<file path="src/rtl/lcd_cmd_front_pkg.sv">
package lcd_cmd_front_pkg;

   // column pointer width fixed by the split 3+4 bit column-set commands
   localparam int PTR_W = 7;

   localparam logic [7:0] OPC_DISP_OFF = 8'h28;
   localparam logic [7:0] OPC_DISP_ON  = 8'h29;
   localparam logic [7:0] OPC_INV_OFF  = 8'h2A;
   localparam logic [7:0] OPC_INV_ON   = 8'h2B;
   localparam logic [7:0] OPC_ALL_OFF  = 8'h2C;
   localparam logic [7:0] OPC_ALL_ON   = 8'h2D;
   localparam logic [7:0] OPC_SEG_NORM = 8'h2E;
   localparam logic [7:0] OPC_SEG_FLIP = 8'h2F;
   localparam logic [7:0] OPC_SOFT_RST = 8'h3F;
   localparam logic [4:0] OPC_COLHI_PFX = 5'b00010;
   localparam logic [3:0] OPC_COLLO_PFX = 4'b0000;

   typedef struct packed {
      logic disp_on;
      logic inverse;
      logic all_on;
      logic seg_flip;
      logic psave;
   } disp_flags_t;

   localparam disp_flags_t FLAGS_RST = '{disp_on: 1'b0, inverse: 1'b0,
                                        all_on: 1'b1, seg_flip: 1'b0,
                                        psave: 1'b1};

endpackage

</file>
<file path="src/rtl/lcd_cmd_front_rx.sv">
module lcd_cmd_front_rx #(
   parameter int SYNC_STAGES = 2
) (
   input  logic       clk,
   input  logic       rst_n,
   input  logic       cs_n,
   input  logic       sclk,
   input  logic       sdi,
   input  logic       dc,
   output logic       byte_vld,
   output logic [7:0] byte_q,
   output logic       byte_is_data
);

   localparam logic [3:0] SYNC_RST = 4'b1000;   // {cs_n, sclk, sdi, dc}

   logic [3:0] raw;
   logic [3:0] syn;
   assign raw = {cs_n, sclk, sdi, dc};

   generate
      if (SYNC_STAGES == 0) begin : g_nosync
         assign syn = raw;
      end else begin : g_sync
         logic [3:0] stg [SYNC_STAGES];
         always_ff @(posedge clk or negedge rst_n) begin
            if (!rst_n) stg[0] <= SYNC_RST;
            else        stg[0] <= raw;
         end
         for (genvar i = 1; i < SYNC_STAGES; i++) begin : g_stage
            always_ff @(posedge clk or negedge rst_n) begin
               if (!rst_n) stg[i] <= SYNC_RST;
               else        stg[i] <= stg[i-1];
            end
         end
         assign syn = stg[SYNC_STAGES-1];
      end
   endgenerate

   logic       s_cs_n, s_sclk, s_sdi, s_dc;
   logic       sclk_q;
   logic [6:0] shreg;
   logic [2:0] bit_cnt;

   assign {s_cs_n, s_sclk, s_sdi, s_dc} = syn;

   always_ff @(posedge clk or negedge rst_n) begin
      if (!rst_n) begin
         sclk_q       <= 1'b0;
         shreg        <= '0;
         bit_cnt      <= '0;
         byte_vld     <= 1'b0;
         byte_q       <= '0;
         byte_is_data <= 1'b0;
      end else begin
         byte_vld <= 1'b0;
         sclk_q   <= s_sclk;
         if (s_cs_n) begin
            shreg   <= '0;
            bit_cnt <= '0;
         end else if (s_sclk && !sclk_q) begin
            shreg   <= {shreg[5:0], s_sdi};
            bit_cnt <= bit_cnt + 3'd1;
            if (bit_cnt == 3'd7) begin
               byte_vld     <= 1'b1;
               byte_q       <= {shreg, s_sdi};
               byte_is_data <= s_dc;
            end
         end
      end
   end

endmodule

</file>
<file path="src/rtl/lcd_cmd_front_dec.sv">
module lcd_cmd_front_dec
   import lcd_cmd_front_pkg::*;
#(
   parameter int COLS = 96
) (
   input  logic             clk,
   input  logic             rst_n,
   input  logic             byte_vld,
   input  logic [7:0]       byte_q,
   input  logic             byte_is_data,
   output disp_flags_t      flags,
   output logic [PTR_W-1:0] col_ptr,
   output logic             wr_en,
   output logic [PTR_W-1:0] wr_col
);

   localparam logic [PTR_W-1:0] LAST_COL = PTR_W'(COLS - 1);

   logic [PTR_W-1:0] tgt;

   always_comb begin
      tgt    = (col_ptr > LAST_COL) ? '0 : col_ptr;
      wr_en  = byte_vld && byte_is_data;
      wr_col = tgt;
   end

   always_ff @(posedge clk or negedge rst_n) begin
      if (!rst_n) begin
         flags   <= FLAGS_RST;
         col_ptr <= '0;
      end else if (byte_vld && byte_is_data) begin
         col_ptr <= (tgt == LAST_COL) ? '0 : tgt + 1'b1;
      end else if (byte_vld) begin
         unique case (byte_q)
            OPC_SOFT_RST: begin
               flags   <= FLAGS_RST;
               col_ptr <= '0;
            end
            OPC_DISP_OFF: flags.disp_on <= 1'b0;
            OPC_DISP_ON: begin
               flags.disp_on <= 1'b1;
               flags.psave   <= 1'b0;
            end
            OPC_ALL_ON: begin
               flags.all_on <= 1'b1;
               if (!flags.disp_on) flags.psave <= 1'b1;
            end
            OPC_ALL_OFF: begin
               flags.all_on <= 1'b0;
               flags.psave  <= 1'b0;
            end
            OPC_INV_OFF:  flags.inverse  <= 1'b0;
            OPC_INV_ON:   flags.inverse  <= 1'b1;
            OPC_SEG_NORM: flags.seg_flip <= 1'b0;
            OPC_SEG_FLIP: flags.seg_flip <= 1'b1;
            default: begin
               if (byte_q[7:3] == OPC_COLHI_PFX)
                  col_ptr[6:4] <= byte_q[2:0];
               else if (byte_q[7:4] == OPC_COLLO_PFX)
                  col_ptr[3:0] <= byte_q[3:0];
            end
         endcase
      end
   end

endmodule

</file>
<file path="src/rtl/lcd_cmd_front_ram.sv">
module lcd_cmd_front_ram
   import lcd_cmd_front_pkg::*;
#(
   parameter int COLS = 96,
   parameter int ROWS = 4
) (
   input  logic             clk,
   input  logic             rst_n,
   input  logic             wr_en,
   input  logic [PTR_W-1:0] wr_col,
   input  logic [ROWS-1:0]  wr_bits,
   input  logic [PTR_W-1:0] rd_col,
   output logic [ROWS-1:0]  rd_bits
);

   logic [ROWS-1:0] mem [COLS];

   always_ff @(posedge clk or negedge rst_n) begin
      if (!rst_n) begin
         for (int i = 0; i < COLS; i++) mem[i] <= '0;
      end else if (wr_en && (int'(wr_col) < COLS)) begin
         mem[wr_col] <= wr_bits;
      end
   end

   assign rd_bits = (int'(rd_col) < COLS) ? mem[rd_col] : '0;

endmodule

</file>
<file path="src/rtl/lcd_cmd_front.sv">
module lcd_cmd_front
   import lcd_cmd_front_pkg::*;
#(
   parameter int COLS        = 96,
   parameter int ROWS        = 4,
   parameter int SYNC_STAGES = 2
) (
   input  logic            clk,
   input  logic            rst_n,
   input  logic            spi_cs_n,
   input  logic            spi_sclk,
   input  logic            spi_sdi,
   input  logic            spi_dc,
   input  logic [6:0]      rd_col,
   output logic [ROWS-1:0] rd_bits,
   output logic            disp_on,
   output logic            disp_inverse,
   output logic            all_on,
   output logic            seg_flip,
   output logic            power_save
);

   generate
      if (COLS < 17 || COLS > (1 << PTR_W)) begin : g_bad_cols
         $error("COLS must lie between 17 and 128");
      end
      if (ROWS < 1 || ROWS > 8) begin : g_bad_rows
         $error("ROWS must lie between 1 and 8");
      end
      if (SYNC_STAGES < 0) begin : g_bad_sync
         $error("SYNC_STAGES must not be negative");
      end
   endgenerate

   logic             byte_vld;
   logic [7:0]       byte_q;
   logic             byte_is_data;
   disp_flags_t      flags;
   logic [PTR_W-1:0] col_ptr;
   logic             wr_en;
   logic [PTR_W-1:0] wr_col;

   lcd_cmd_front_rx #(.SYNC_STAGES(SYNC_STAGES)) rx_i (
      .clk(clk), .rst_n(rst_n),
      .cs_n(spi_cs_n), .sclk(spi_sclk), .sdi(spi_sdi), .dc(spi_dc),
      .byte_vld(byte_vld), .byte_q(byte_q), .byte_is_data(byte_is_data)
   );

   lcd_cmd_front_dec #(.COLS(COLS)) dec_i (
      .clk(clk), .rst_n(rst_n),
      .byte_vld(byte_vld), .byte_q(byte_q), .byte_is_data(byte_is_data),
      .flags(flags), .col_ptr(col_ptr), .wr_en(wr_en), .wr_col(wr_col)
   );

   lcd_cmd_front_ram #(.COLS(COLS), .ROWS(ROWS)) ram_i (
      .clk(clk), .rst_n(rst_n),
      .wr_en(wr_en), .wr_col(wr_col), .wr_bits(byte_q[ROWS-1:0]),
      .rd_col(rd_col), .rd_bits(rd_bits)
   );

   assign disp_on      = flags.disp_on;
   assign disp_inverse = flags.inverse;
   assign all_on       = flags.all_on;
   assign seg_flip     = flags.seg_flip;
   assign power_save   = flags.psave;

endmodule

</file>
<file path="config.mk">
export PLATFORM = sky130hd
export DESIGN_NAME = lcd_cmd_front
export DESIGN_NICKNAME = d
export VERILOG_FILES = /design/src/rtl/lcd_cmd_front_pkg.sv /design/src/rtl/lcd_cmd_front_rx.sv /design/src/rtl/lcd_cmd_front_dec.sv /design/src/rtl/lcd_cmd_front_ram.sv /design/src/rtl/lcd_cmd_front.sv
export SDC_FILE = /design/constraint.sdc
export NUM_CORES = 1
export LEC_CHECK = 0
export ABC_CLOCK_PERIOD_IN_PS = 2400
export BUFFER_PORTS_ARGS = -buffer_cell sky130_fd_sc_hd__buf_4
export CAP_MARGIN = 15
export CORE_ASPECT_RATIO = 1.25
export CORE_MARGIN = 8
export CORE_UTILIZATION = 57
export DETAILED_ROUTE_END_ITERATION = 10
export GPL_ROUTABILITY_DRIVEN = 0
export PLACE_DENSITY = 0.73
export RECOVER_POWER = 50
export SKIP_LAST_GASP = 1
export SYNTH_ARGS = -nofsm -noshare
export SYNTH_HDL_FRONTEND = slang
export SYNTH_HIERARCHICAL = 1
export SYNTH_SLANG_ARGS = --single-unit
export TNS_END_PERCENT = 1
</file>
<file path="constraint.sdc">
create_clock -name clk -period 2.4 [get_ports clk]
set_input_delay 0.12 -clock clk [delete_from_list [all_inputs] [get_ports clk]]
set_output_delay 0.12 -clock clk [all_outputs]
set_load 0.02 [all_outputs]
</file>
Word-level counts from Yosys, hierarchy flattened --
Cells that the tools add are included. Widths: inputs -> output; s select.
Word-level totals: register bits after elaboration 425, word-level logic and storage cells 195, output and inout bits 9, input port bits 13
Cells by class: reductions and logical operators 29, equal/unequal tests 15, $lt $le $gt $ge 6, muxes and demuxes 28, bitwise logic cells 4, $add $sub $neg 2
Operators with widths (number):
- $bwmux 384 | 1
- $eq 8x6->1 const B | 9
- $mux 7 | 6
- $bmux 4 s7 | 1
- $demux 4 s7 | 1
- $mux 4 | 6
- $reduce_and 3->1 | 6
- $ge 8x8->1 const B | 2
- $not 7->8 | 2
- $lt 7x7->1 const B | 2
- $pmux 7 s2 | 1
- $reduce_bool 2->1 | 6
- $reduce_or 2->1 | 5
- $mux 3 | 3
- $reduce_bool 3->1 | 3
- $lt 8x1->1 const B | 1
- $pmux 1 s2 | 4
- $reduce_and 4->1 | 2
- $reduce_or 8->1 | 1
- $add 7x1->7 const B | 1
- $eq 7x7->1 const B | 1
- $gt 7x7->1 const B | 1
- $eq 5x2->1 const B | 1
- $logic_and 1x1->1 | 4
- 10 further kinds | 14

Depth between registers and ports, before layout --
Gate-level depths: netlist of run 1.
word-level depth 8, mapped depth 9, depth with buffers taken out 7

Modules after synthesis --
The synthesis of run 1 kept the hierarchy.
Modules (own cells, without submodules):
- lcd_cmd_front_ram | times used 1, area an instance 17879.6 µm², cells each 1201, seq. area each 9609.2 µm²
- lcd_cmd_front_rx | times used 1, area an instance 1046.0 µm², cells each 76, seq. area each 728.2 µm²
- lcd_cmd_front_dec | times used 1, area an instance 978.4 µm², cells each 112, seq. area each 302.8 µm²

Least setup slack after synthesis of run 1 --
Ideal clock, no wire load.
kind register -> register, from register dec_i.col_ptr[5], to register ram_i/mem[364] in the netlist's numbering, setup slack 147 ps, data required time 2275 ps, data arrival time 2128 ps, setup time 125 ps, cell stages (with the launch flop) 9, buffers on the path 2, clock period less this slack 2253 ps, cell sequence dfrtp_1 -> nand2_1 -> and2_1 -> clkbuf_1 -> nor3b_1 -> and3_1 -> clkbuf_1 -> nand2_1 -> mux2_2
Between the ends: cells in the longest elaborated chain, start to end 8, elaborated cells on any way between the ends 11, classes of those cells 4 x order compare; 4 x mux; 1 x bitwise; 2 x reduce/logical
RTL lines:
- from (decl) | RTL line lcd_cmd_front_dec.sv:12 | output logic [PTR_W-1:0] col_ptr,
- from (signal assigned) | RTL line lcd_cmd_front_dec.sv:32 | col_ptr <= (tgt == LAST_COL) ? '0 : tgt + 1'b1;
- from (signal assigned) | RTL line lcd_cmd_front_dec.sv:58 | col_ptr[6:4] <= byte_q[2:0];
- $gt 7x7->1 (*) | RTL line lcd_cmd_front_dec.sv:22 | tgt = (col_ptr > LAST_COL) ? '0 : col_ptr;
- $mux 7 (*) | RTL line lcd_cmd_front_dec.sv:22
- via wr_col[2] | RTL line lcd_cmd_front.sv:41 | logic [PTR_W-1:0] wr_col;
- $not 7->8 (not written as such) | RTL line lcd_cmd_front_ram.sv:22 | mem[wr_col] <= wr_bits;
- $ge 8x8->1 (not written as such) or $lt 8x1->1 (tied branches) | RTL line lcd_cmd_front_ram.sv:22
- $logic_and 1x1->1 (not written as such) | RTL line lcd_cmd_front_ram.sv:22
- $mux 4 (not written as such) | RTL line lcd_cmd_front_ram.sv:22
- $demux 4 s7 | RTL line lcd_cmd_front_ram.sv:22
- $bwmux 384 | RTL line lcd_cmd_front_ram.sv:22
- to (signal, indexed assignment) | RTL line lcd_cmd_front_ram.sv:22
- to (decl) | RTL line lcd_cmd_front_ram.sv:16 | logic [ROWS-1:0] mem [COLS];
Mark *: on every way through the listed nets, which the timed path passes. The rest lies on a longest branch. A chain may end at the register's enable or synchronous reset.

Worst setup path in the final report of run 1 --
from register ram_i/mem[273] in the netlist's numbering, to output rd_bits[1]
Between the ends: cells in the longest elaborated chain, start to end 4
RTL lines:
- $bmux 4 s7 | RTL line lcd_cmd_front_ram.sv:26 | assign rd_bits = (int'(rd_col) < COLS) ? mem[rd_col] : '0;
- $mux 4 (not written as such) (2 in a row) | RTL line lcd_cmd_front_ram.sv:26
- $mux 4 | RTL line lcd_cmd_front_ram.sv:26
- to (decl) | RTL line lcd_cmd_front.sv:15 | output logic [ROWS-1:0] rd_bits,
Every way passes these cells. The select of a mux whose other input is x is not followed.

==> results.ini, run 1 <==
[status]
run_status = complete, but fails checks
violations = max-capacitance violations, max-slew violations, negative setup slack

[pwr]
powerDensity_mw_per_mm2 = 641.0
worst_ir_drop_on_vdd_v = 0.0005904
p_leak_nw = 10.80
design_power_total_mw = 14.41

[worst_setup_path]
crit-reg2reg-launch = dec_i/col_ptr[5]
critical_path_origin = ram_i/mem[273]
start_kind = flop
worst-endpoint-arrival_ps = 2570
timing.critical_path.required_ps = 2280
crit_path_max_fanout = 2
critical_path.endpoint_type = output pin
worstPathCellList = mux4_2, mux4_2, a2bb2oi_2, nand3_2, o211ai_1, buf_4
timing_worst_setup_path_type = flop to output pin
max_stage_delay_ps = 530
crit_slowest_cell = sky130_fd_sc_hd__mux4_2
critical-path-top-cell-by-count = sky130_fd_sc_hd__mux4_2

[logic_synthesis]
yosysWarningCount = 6
synth-edff-count = 0
top_flip_flop_cell_by_instance_count_after_synthesis = sky130_fd_sc_hd__dfrtp_1
yosys_register_bits = 425
netlist_instances = 1389
postSynthNetCount = 1405
synth_cell_types = 62
synth.cell_area_mm2 = 0.01990
yosysSeqAreaShare_pct = 53.46
synth.avg_cell_area_um2 = 14.33
postSynth.asyncResetShare_pct = 100.0

[global_route]
grt_start_max_net_pins = 89
number_of_antenna_violations_at_the_first_check_in_global_routing = 0
grt_overflow = 0
grt_first_pass_wirelength_um = 73840
first_global_vias = 12971
globalRouteTotalUtil_pct = 22.82

[timing]
timing.slew.headroom_pct = -22.19
final.min_clock_period_ps = 2692
hold_slack_ps = 248.0
rsz0062_at_grt = true
timing_hold_violations_final = 0
finalSetupViolCount = 104
final.setup_skew_ps = 16.48
timing.final.crit_share_pct = 112.2
report.final.slew_viol_count = 67
worst_slew_pin_slew_ps = 1833
totalNegativeSetupSlack_ps = -11890
final_critical_path_setup_slack_ps = -292.1
timing.fmax_ghz = 0.3715

[floorplanning]
ioPinCount = 22
coreArea_mm2 = 0.03442
design.die.area_mm2 = 0.04119
height_of_the_die_um = 224.9
effective_utilization_at_floorplan_pct = 57.82
die_w_um = 183.1
row_count = 76

[routing]
firstDrtPassIters = 6
detailedRoute.firstIterationViolations = 965
totalWireLength_um = 45970
drc = 0
route.detailed.wl_per_inst_um = 23.66
vias_per_cell = 6.207
antenna_left = 0
num_vias = 12060

[final_layout]
nFillCells = 2548
postLayoutCoreUtil_pct = 65.31
regArea_mm2 = 0.01066
insertedDiodeCount = 0
layout.cell_area.non_filler_mm2 = 0.02248
finish.net_count = 1458
stdcell_count = 1943
multiInputGateArea_mm2 = 0.008843
area_growth_syn_to_layout_pct = 12.94
layout-drive-gt1-share_pct = 46.78

[cts]
htreeDepth = 2
clk_root_buffer_cell = sky130_fd_sc_hd__clkbuf_16
clkTransAtPathRegs_ps = 60
postCtsSetupRepairBufs = 0
worstSkewPairLatency_ps = 550
clkSinkCount = 425
clock_path_buffers = 3
numCtsBuffers = 43
tritoncts_clock_tree = yes

[placement]
hpwl_um = 30750
place_inst = 1860
post_dp_cell_area_mm2 = 0.02103
pre_cts_slack_ps = -181.9
port-buffer-count = 21

[min_path]
worst_hold_path_type = input port to flop
timing.hold.worst.start = spi_cs_n

[job]
drv_cap = 1

==> power by group <==
| part | internal [mW] | switching, mW | leakage, nW |
|---|---|---|---|
| combinational | 0.171 | 0.339 | 4.20 |
| sequential | 7.18 | 0.00837 | 5.90 |
| clock | 3.99 | 2.72 | 0.704 |
| total | 11.3 | 3.07 | 10.8 |
==> layout by cell type, fill, tap and decap left out, types with 7 or more instances in the layout <==
master / count
sky130_fd_sc_hd__clkbuf_16: 45
sky130_fd_sc_hd__nand2_1: 135
sky130_fd_sc_hd__nor3_1: 9
sky130_fd_sc_hd__buf_12: 11
sky130_fd_sc_hd__a21oi_1: 14
sky130_fd_sc_hd__and3_1: 19
sky130_fd_sc_hd__inv_1: 7
sky130_fd_sc_hd__mux4_2: 98
sky130_fd_sc_hd__mux2i_1: 26
sky130_fd_sc_hd__nor2b_1: 11
sky130_fd_sc_hd__a22oi_1: 8
sky130_fd_sc_hd__clkbuf_1: 12
sky130_fd_sc_hd__nand3_1: 15
sky130_fd_sc_hd__a31oi_1: 7
sky130_fd_sc_hd__nor2_1: 20
sky130_fd_sc_hd__mux2_2: 397
sky130_fd_sc_hd__o21ai_0: 10
sky130_fd_sc_hd__clkbuf_8: 11
sky130_fd_sc_hd__o211ai_1: 7
sky130_fd_sc_hd__buf_4: 78
sky130_fd_sc_hd__dfrtp_1: 417
==> logic make-up (layout without fill, tap and decap cells) <==
logic type	after synthesis	after routing	share of synthesized area (%)
fa+ha+maj	3	3	0.1886
mux	522	522	34.91
buf+inv	105	191	2.307
xor+xnor	1	1	0.04401
compound gates	83	83	2.967
flops	425	425	53.46
simple gates	250	250	6.123
==> layer usage <==
| layer | up-vias | track usage, % | part of all wire (%) |
|---|---|---|---|
| li1 | 5260 | - | - |
| met1 | 6395 | 28.57 | 40 |
| met2 | 300 | 39.84 | 52 |
| met3 | 105 | 3.597 | 4.5 |
| met4 | 0 | 8.014 | 3.2 |
| met5 | - | 0 | 0 |
==> area by class of cell <==
type / instances / area share (%)
Sequential cell: 425 / 47.40
Timing Repair Buffer: 106 / 4.185
Tap cell: 468 / 2.605
Clock inverter: 10 / 0.4731
Inverter: 7 / 0.1169
Multi-Input combinational cell: 859 / 39.34
Clock buffer: 68 / 5.883
==> registers in the layout, indices dropped and copies added (netlist names) <==
name / cells
rx_i/byte_is_data: 1
dec_i/col_ptr: 7
rx_i/byte_q: 8
rx_i/shreg: 7
rx_i/syn: 4
rx_i/byte_vld: 1
ram_i/mem: 384
rx_i/bit_cnt: 3
dec_i/flags: 5
rx_i/sclk_q: 1
rx_i/g_sync.stg: 4
==> synth_stat cells (3+ instances only) <==
| cell type | n | area [um^2] |
|---|---|---|
| sky130_fd_sc_hd__a31oi_1 | 7 | 43.79 |
| sky130_fd_sc_hd__inv_1 | 7 | 26.28 |
| sky130_fd_sc_hd__nand2_1 | 136 | 510.5 |
| sky130_fd_sc_hd__o2bb2ai_1 | 6 | 52.55 |
| sky130_fd_sc_hd__o21ai_0 | 10 | 50.05 |
| sky130_fd_sc_hd__nor3_1 | 9 | 45.04 |
| sky130_fd_sc_hd__and2_1 | 4 | 25.02 |
| sky130_fd_sc_hd__o41ai_1 | 3 | 26.28 |
| sky130_fd_sc_hd__buf_1 | 4 | 15.01 |
| sky130_fd_sc_hd__buf_2 | 25 | 125.1 |
| sky130_fd_sc_hd__o22ai_1 | 5 | 31.28 |
| sky130_fd_sc_hd__and3_1 | 19 | 118.9 |
| sky130_fd_sc_hd__a21oi_1 | 14 | 70.07 |
| sky130_fd_sc_hd__nand2b_1 | 6 | 37.54 |
| sky130_fd_sc_hd__mux4_2 | 98 | 2207 |
| sky130_fd_sc_hd__dfstp_2 | 4 | 105.1 |
| sky130_fd_sc_hd__ha_1 | 3 | 37.54 |
| sky130_fd_sc_hd__nor2b_1 | 11 | 68.82 |
| sky130_fd_sc_hd__or2_2 | 3 | 18.77 |
| sky130_fd_sc_hd__buf_6 | 4 | 45.04 |
| sky130_fd_sc_hd__a22oi_1 | 8 | 60.06 |
| sky130_fd_sc_hd__nor2_1 | 20 | 75.07 |
| sky130_fd_sc_hd__dfrtp_1 | 421 | 10540 |
| sky130_fd_sc_hd__clkbuf_1 | 64 | 240.2 |
| sky130_fd_sc_hd__o221ai_1 | 6 | 52.55 |
| sky130_fd_sc_hd__mux2i_1 | 26 | 260.3 |
| sky130_fd_sc_hd__o211ai_1 | 7 | 52.55 |
| sky130_fd_sc_hd__nor3b_1 | 3 | 22.52 |
| sky130_fd_sc_hd__nand3_1 | 18 | 90.09 |
| sky130_fd_sc_hd__a2bb2oi_1 | 3 | 26.28 |
| sky130_fd_sc_hd__mux2_2 | 398 | 4482 |
==> critical path, delay by kind of cell (launching register included) <==
family | cells | cell delay (ps)
compound gates | 2 | 300
buf+inv | 1 | 190
flops | 1 | 370
mux | 2 | 1040
simple gates | 1 | 130
==> final timing paths <==
path	end	slack, ps	cells after the start
setup / recovery	rd_bits[1]	-290	6
hold / removal	rx_i/g_sync.stg[7]	250	2
setup reg to reg	ram_i/mem[188]	-230	7
hold reg to reg	rx_i/syn[2]	350	0
max in group asynchronous	rx_i/byte_q[0]	200	3
min in group asynchronous	ram_i/mem[218]	630	2
==> what timing repair did <==
action	4_1_cts	5_1_grt
gates cloned	0	0
hold buffers	5	0
gates resized for setup	8	0
hold endpoints to repair	61	0
setup endpoints to repair	93	223
pin swaps	7	0
Power figures use the tool's default switching activity.
==> inputs of run 2 (changes only) <==
--- a/config.mk
+++ b/config.mk
@@ -15,7 +15,6 @@
 export GPL_ROUTABILITY_DRIVEN = 0
 export PLACE_DENSITY = 0.73
 export RECOVER_POWER = 50
-export SKIP_LAST_GASP = 1
 export SYNTH_ARGS = -nofsm -noshare
 export SYNTH_HDL_FRONTEND = slang
 export SYNTH_HIERARCHICAL = 1
==> run 2 against run 1 <==
Compared with the run above: the run still ends with max-capacitance violations, max-slew violations, negative setup slack left; total power hardly changed; first-iteration DRC count fell by 2.2%; setup slack lost 6.6 ps; clock skew is 1.9 ps higher; hold slack about the same; register-to-register slack improved by 370 ps; non-clock buffer count unchanged; final cell count is the same; design area rose by 0.12%; sequential power is essentially flat; critical endpoint unchanged; largest power group unchanged; highest routed layer unchanged.
==> results.ini, run 2 (same netlist as run 1, synthesis figures left out) <==
[cts]
htreeDepth = 2
clock_path_buffers = 3
clkSinkCount = 425
numCtsBuffers = 43
postCtsSetupRepairBufs = 0
tritoncts_clock_tree = yes
worstSkewPairLatency_ps = 550
clk_root_buffer_cell = sky130_fd_sc_hd__clkbuf_16
clkTransAtPathRegs_ps = 60

[timing]
rsz0062_at_grt = true
final.min_clock_period_ps = 2699
final.setup_skew_ps = 18.42
timing.final.crit_share_pct = 112.4
timing.fmax_ghz = 0.3705
timing.slew.headroom_pct = -21.41
finalSetupViolCount = 4
totalNegativeSetupSlack_ps = -1063
worst_slew_pin_slew_ps = 1821
final_critical_path_setup_slack_ps = -298.7
timing_hold_violations_final = 0
report.final.slew_viol_count = 67

[pwr]
powerDensity_mw_per_mm2 = 640.1
worst_ir_drop_on_vdd_v = 0.0005880
p_leak_nw = 10.80

[routing]
detailedRoute.firstIterationViolations = 944
num_vias = 12032
antenna_left = 0
vias_per_cell = 6.192
drc = 0
route.detailed.wl_per_inst_um = 23.64
firstDrtPassIters = 6
totalWireLength_um = 45940

[floorplanning]
row_count = 76
design.die.area_mm2 = 0.04119
ioPinCount = 22
effective_utilization_at_floorplan_pct = 57.82
height_of_the_die_um = 224.9
die_w_um = 183.1
coreArea_mm2 = 0.03442

[final_layout]
stdcell_count = 1943
postLayoutCoreUtil_pct = 65.39
area_growth_syn_to_layout_pct = 13.08
layout.cell_area.non_filler_mm2 = 0.02251
reg.largest.list = ram_i/mem (384), rx_i/byte_q (8)
layout-drive-gt1-share_pct = 47.46
largest_register_ffs = 384
most_used_cells_in_the_layout_excluding_fill_and_tap_cells = sky130_fd_sc_hd__dfrtp_1 (417), sky130_fd_sc_hd__mux2_2 (397), sky130_fd_sc_hd__nand2_1 (135), sky130_fd_sc_hd__mux4_2 (98), sky130_fd_sc_hd__buf_4 (77)
finish.net_count = 1458
max_flop_register = ram_i/mem
final_common_cell = sky130_fd_sc_hd__dfrtp_1
nFillCells = 2551
insertedDiodeCount = 0
regArea_mm2 = 0.01066
multiInputGateArea_mm2 = 0.008876

[worst_setup_path]
rrSetupSlack_ps = 140
start_kind = flop
worstRegToRegCells = 8
timing.critical_path.required_ps = 2280
crit_path_max_fanout = 2
timing_worst_setup_path_type = flop to output pin
worst-endpoint-arrival_ps = 2580
r2r-end = ram_i/mem[76]
critical_path.endpoint_type = output pin
crit-reg2reg-launch = dec_i/col_ptr[5]

[placement]
pre_cts_slack_ps = -181.9
place_inst = 1860
hpwl_um = 30750
port-buffer-count = 21
post_dp_cell_area_mm2 = 0.02103

[min_path]
holdPathStages = 2
timing.hold.worst.start = spi_cs_n
worst_hold_path_type = input port to flop
hold_path_end = rx_i/g_sync.stg[7]

[global_route]
number_of_antenna_violations_at_the_first_check_in_global_routing = 0
grt_overflow = 0
grt_start_max_net_pins = 89
grt_first_pass_wirelength_um = 74000
globalRouteTotalUtil_pct = 22.85
first_global_vias = 12986

[status]
violations = max-capacitance violations, max-slew violations, negative setup slack
run_status = complete, but fails checks

[job]
drv_cap = 1

==> run 2: cell type report <==
class,count,area share (%)
Tap cell,468,2.602
Timing Repair Buffer,106,4.158
Multi-Input combinational cell,859,39.44
Inverter,7,0.1167
Clock inverter,10,0.4725
Sequential cell,425,47.34
Clock buffer,68,5.876
==> run 2: per-stage QoR <==
step	power (mW)	hold WS [ps]
floorplan	7.552	-175.6
detailed placement	7.840	134.4
CTS	14.58	161.5
finish	14.41	248.0
global route	14.92	227.6
global placement	7.834	136.3
==> run 2: worst max-delay path: stages, from the launching register on <==
cell                        delay [ps]
sky130_fd_sc_hd__dfrtp_1           370
sky130_fd_sc_hd__mux4_2            510
sky130_fd_sc_hd__mux4_2            520
sky130_fd_sc_hd__a2bb2oi_2         160
sky130_fd_sc_hd__nand3_2           130
sky130_fd_sc_hd__o211ai_1          140
sky130_fd_sc_hd__buf_4             190
==> run 2: timing repair <==
item	CTS	global route
pin swaps	7	0
hold buffers	5	0
endpoints found under the setup margin	93	144
gates resized for setup	12	7
gates cloned	0	0
hold endpoints to repair	61	0
==> run 2: report_power, final <==
part           internal (mW)  switching [mW]
registers               7.18         0.00836
clock network           3.99            2.72
logic                  0.170           0.338
==> run 2: how the worst max path moves through the flow <==
| stage | startpoint | to |
|---|---|---|
| 4_1_cts | ram_i/mem[358] | rd_bits[2] |
| 3_5_place_dp | dec_i/col_ptr[5] | ram_i/mem[29] |
| 6_report | ram_i/mem[273] | rd_bits[1] |
| 3_3_place_gp | dec_i/col_ptr[6] | ram_i/mem[29] |
| 5_1_grt | ram_i/mem[273] | rd_bits[1] |
| 2_1_floorplan | dec_i/col_ptr[5] | ram_i/mem[364] |
==> run 2: layer usage <==
layer / global-route usage [%] / wire, um / vias up
met5: 0 / 0 / -
met4: 8.066 / 1510 / 0
met3: 3.597 / 2202 / 107
met2: 39.83 / 24090 / 302
met1: 28.65 / 18140 / 6359
li1: - / - / 5264
